$ cat src/rtl/otp_pkg.sv
package otp_pkg;

   typedef enum logic [2:0] {
      M_READ    = 3'd0,
      M_OUTDIS  = 3'd1,
      M_STANDBY = 3'd2,
      M_PROGRAM = 3'd3,
      M_INHIBIT = 3'd4,
      M_VERIFY  = 3'd5,
      M_IDENT   = 3'd6,
      M_IDERR   = 3'd7
   } otp_mode_e;

   // modes in which the output drivers are on
   function automatic logic mode_drives(otp_mode_e m);
      return (m == M_READ) || (m == M_VERIFY) || (m == M_IDENT);
   endfunction

endpackage

$ cat src/rtl/otp_mode_dec.sv
module otp_mode_dec
   import otp_pkg::*;
#(
   parameter int ADDR_W   = 10,
   parameter int ID_BIT   = 9,
   parameter int SEL_BIT  = 0
) (
   input  logic              ce_n,
   input  logic              oe_n,
   input  logic              vpp_on,
   input  logic              id_hv,
   input  logic [ADDR_W-1:0] addr,
   output otp_mode_e         mode,
   output logic              wr_req
);

   localparam logic [ADDR_W-1:0] IGNORE_MASK =
      (ADDR_W'(1) << ID_BIT) | (ADDR_W'(1) << SEL_BIT);

   logic addr_clean;

   initial begin
      assert (ID_BIT < ADDR_W && SEL_BIT < ADDR_W && ID_BIT != SEL_BIT)
         else $fatal(1, "otp_mode_dec: bad identify bit positions");
   end

   assign addr_clean = ((addr & ~IGNORE_MASK) == '0);

   always_comb begin
      mode = M_STANDBY;
      if (vpp_on) begin
         unique case ({ce_n, oe_n})
            2'b01:   mode = M_PROGRAM;
            2'b10:   mode = M_VERIFY;
            default: mode = M_INHIBIT;
         endcase
      end else if (ce_n) begin
         mode = M_STANDBY;
      end else if (oe_n) begin
         mode = M_OUTDIS;
      end else if (id_hv) begin
         mode = addr_clean ? M_IDENT : M_IDERR;
      end else begin
         mode = M_READ;
      end
   end

   assign wr_req = (mode == M_PROGRAM);

endmodule

$ cat config.mk
export PLATFORM = sky130hd
export DESIGN_NAME = otp_mode_dec
export DESIGN_NICKNAME = d
export VERILOG_FILES = /design/src/rtl/otp_pkg.sv /design/src/rtl/otp_mode_dec.sv
export SDC_FILE = /design/constraint.sdc
export NUM_CORES = 1
export LEC_CHECK = 0
export ABC_CLOCK_PERIOD_IN_PS = 1150
export BUFFER_PORTS_ARGS = -buffer_cell sky130_fd_sc_hd__buf_2
export CAP_MARGIN = 20
export CORE_AREA = 2 2 39 41
export DETAILED_ROUTE_END_ITERATION = 12
export DIE_AREA = 0 0 41 43
export PLACE_DENSITY = 0.36
export REMOVE_ABC_BUFFERS = 1
export SYNTH_ARGS = -nofsm -noshare
export SYNTH_HDL_FRONTEND = slang
export SYNTH_SLANG_ARGS = --single-unit
export TNS_END_PERCENT = 1
$ cat constraint.sdc
create_clock -name vclk -period 1.15
set_clock_uncertainty 0.2 [all_clocks]
set_input_delay 0.0575 -clock vclk [all_inputs]
set_output_delay 0.0575 -clock vclk [all_outputs]
set_load 0.03 [all_outputs]
==> summary.txt <==
Worst setup path
  • WS Path Type: in2out
  • CP max-delay cell: a311o_1
  • Critical Path, Cell by Cell: buf_6 > nor4_4 > nand2_1 > a311o_1 > buf_6
  • Most frequent CP cell: buf_6
  • CP arrival: 0.91 ns
  • Crit path max-delay family: simple AND/OR/NAND/NOR gates
  • Setup crit end kind: output pin
  • Crit start category: input port
  • CP Depth: 5
  • Max FO, Critical Path: 1
  • Worst path required time: 0.89 ns
  • Worst path max stage delay: 0.29 ns
  • Worst Path Buf+Inv: 2

Run
  • Maxcap violations: 0

Route
  • Pre-Repair DR Iteration Count: 1
  • Initial DRC count: 0
  • Post-route DRC: 0
  • Wire per inst: 7.38 um
  • Routed vias: 170
  • ANT nets after route: 0
  • Drt total wl: 354 um
  • Drt via density: 3.54

Cells and area
  • FFs & Latches: 0
  • Area Growth Syn to Fin: 163%
  • FF+latch area: 0 um^2
  • Fin nets: 49
  • # diodes: 0
  • Filler Cell Count: 151
  • Share of cells above drive strength 1: 65.6%
  • Finished Layout Cells: 48
  • Clkbuf count: 0

STA
  • Worst Tran Pin Value: 0.196 ns
  • Final setup margin: -0.0159 ns
  • Relative slew margins: 86.9%
  • TNS Setup: -0.0159 ns
  • Final hold vios: 0
  • RSZ-0062 raised after global routing: yes
  • Final worst path period share: 101%
  • Max Fclk: 858 MHz
  • Final setup violating endpoints: 1
  • Max Transition Viols Final: 0
  • Tmin final: 1.17 ns

Floorplan
  • Initial Utilization: 7.50%
  • Die Span Y: 43 um
  • Die ar.: 1760 um^2
  • Num ports: 18
  • Cell Rows: 14
  • Core area: 1380 um^2
  • Die W: 41 um

Pwr
  • Peak VDD IR: 0.0000806 V
  • Leakage: 0.125 nW
  • Power Dens Cells: 403 nW/um^2

Outcome
  • Outcome: complete, but fails checks
  • Failing checks: setup timing

Place
  • Input/output buffers: 16
  • GPL Wtd Cong: 0.558
  • DP Worst Slack: -0.157 ns
  • DPL Wire Length: 308 um
  • Dpl cells: 48

Global route
  • Remaining global-route overflow: 0
  • All-Layer GR Usage: 4.00%
  • Antenna violations before repair: 0
  • First-pass GRT wire length: 524 um
  • Pin count of the biggest net entering global routing: 5
  • Vias in the first global route: 149

Logic synthesis
  • Netlist cell types: 11
  • Mean Syn Cell Area: 6.92 um^2
  • Top cell type by total area after synthesis: nor4_2
  • Post-synthesis sequential area ratio: 0%
  • Synth cell count leaders: inv_1, nand2_1, nor2b_1, nor4_2
  • Ranking of synthesized cells by area: nor4_2, ha_1, nor2b_1
  • Mapped Cells: 15
  • Top cell type's share of synthesized area: 24.1%
  • Synthesized area: 104 um^2
  • Synth warn: 0

Hold path
  • Min-delay worst type: in2out
  • WHS Path Cells: 4

Clock tree
  • Post-CTS Hold Buffers: 0
==> cell families (layout without fill, tap and decap cells) <==
kind of cell / Yosys count / after routing / synth area share, %
buffers and inverters: 2 / 19 / 7.23
adders and majority gates: 1 / 1 / 12.0
and+or+nand+nor: 9 / 9 / 57.8
AOI/OAI and AO/OA: 3 / 3 / 22.9
==> where the power goes <==
group / internal (mW) / switching (mW) / leakage, nW / total, mW
Combinational: 0.0554 / 0.0544 / 0.125 / 0.110
Sequential: 0 / 0 / 0 / 0
Clock: 0 / 0 / 0 / 0
==> repair_timing <==
item                       4_1_cts  5_1_grt
buffers inserted                 0        0
setup endpoints to repair        2        2
cloned                           0        0
resized for setup                8        4
pin swaps                        5        1
==> layout make-up <==
class	count	area (um^2)	area share (%)
multi-input cells	13	114	41.7
well taps	16	20.0	7.34
inverters	2	7.51	2.75
repair buffers	17	131	48.2
==> path summary, 6_finish.rpt <==
kind,startpoint,to
min,id_hv,mode[1]
max,addr[3],mode[0]
==> cell usage in the layout (no fill, tap or decap) <==
| cell | n |
|---|---|
| inv_1 | 1 |
| buf_6 | 7 |
| a21oi_1 | 1 |
| a31o_2 | 1 |
| a311o_1 | 1 |
| and2_1 | 1 |
| nor4_4 | 2 |
| ha_1 | 1 |
| inv_2 | 1 |
| buf_2 | 9 |
| nor2b_1 | 2 |
| buf_4 | 1 |
| nand2_1 | 2 |
| nor2_1 | 1 |
| nor3_1 | 1 |
==> stage by stage <==
stage	utilization [%]	area, um^2	hold slack, ns	power (mW)
after floorplan	-	104	0.139	0.0456
after global placement	15.3	211	0.312	0.0874
after detailed placement	15.3	211	0.301	0.0860
after CTS	17.9	248	0.304	0.103
after global routing	19.7	273	0.317	0.119
final	19.7	273	0.298	0.110
==> metal layers <==
| metal | track usage (%) | vias up | routed length [um] |
|---|---|---|---|
| met5 | 0 | - | 0 |
| met4 | 0 | 0 | 0 |
| met3 | 0.524 | 0 | 63 |
| met2 | 6.88 | 13 | 143 |
| met1 | 5.38 | 68 | 147 |
| li1 | - | 89 | - |
No activity file was read; power rests on OpenSTA's default activity.
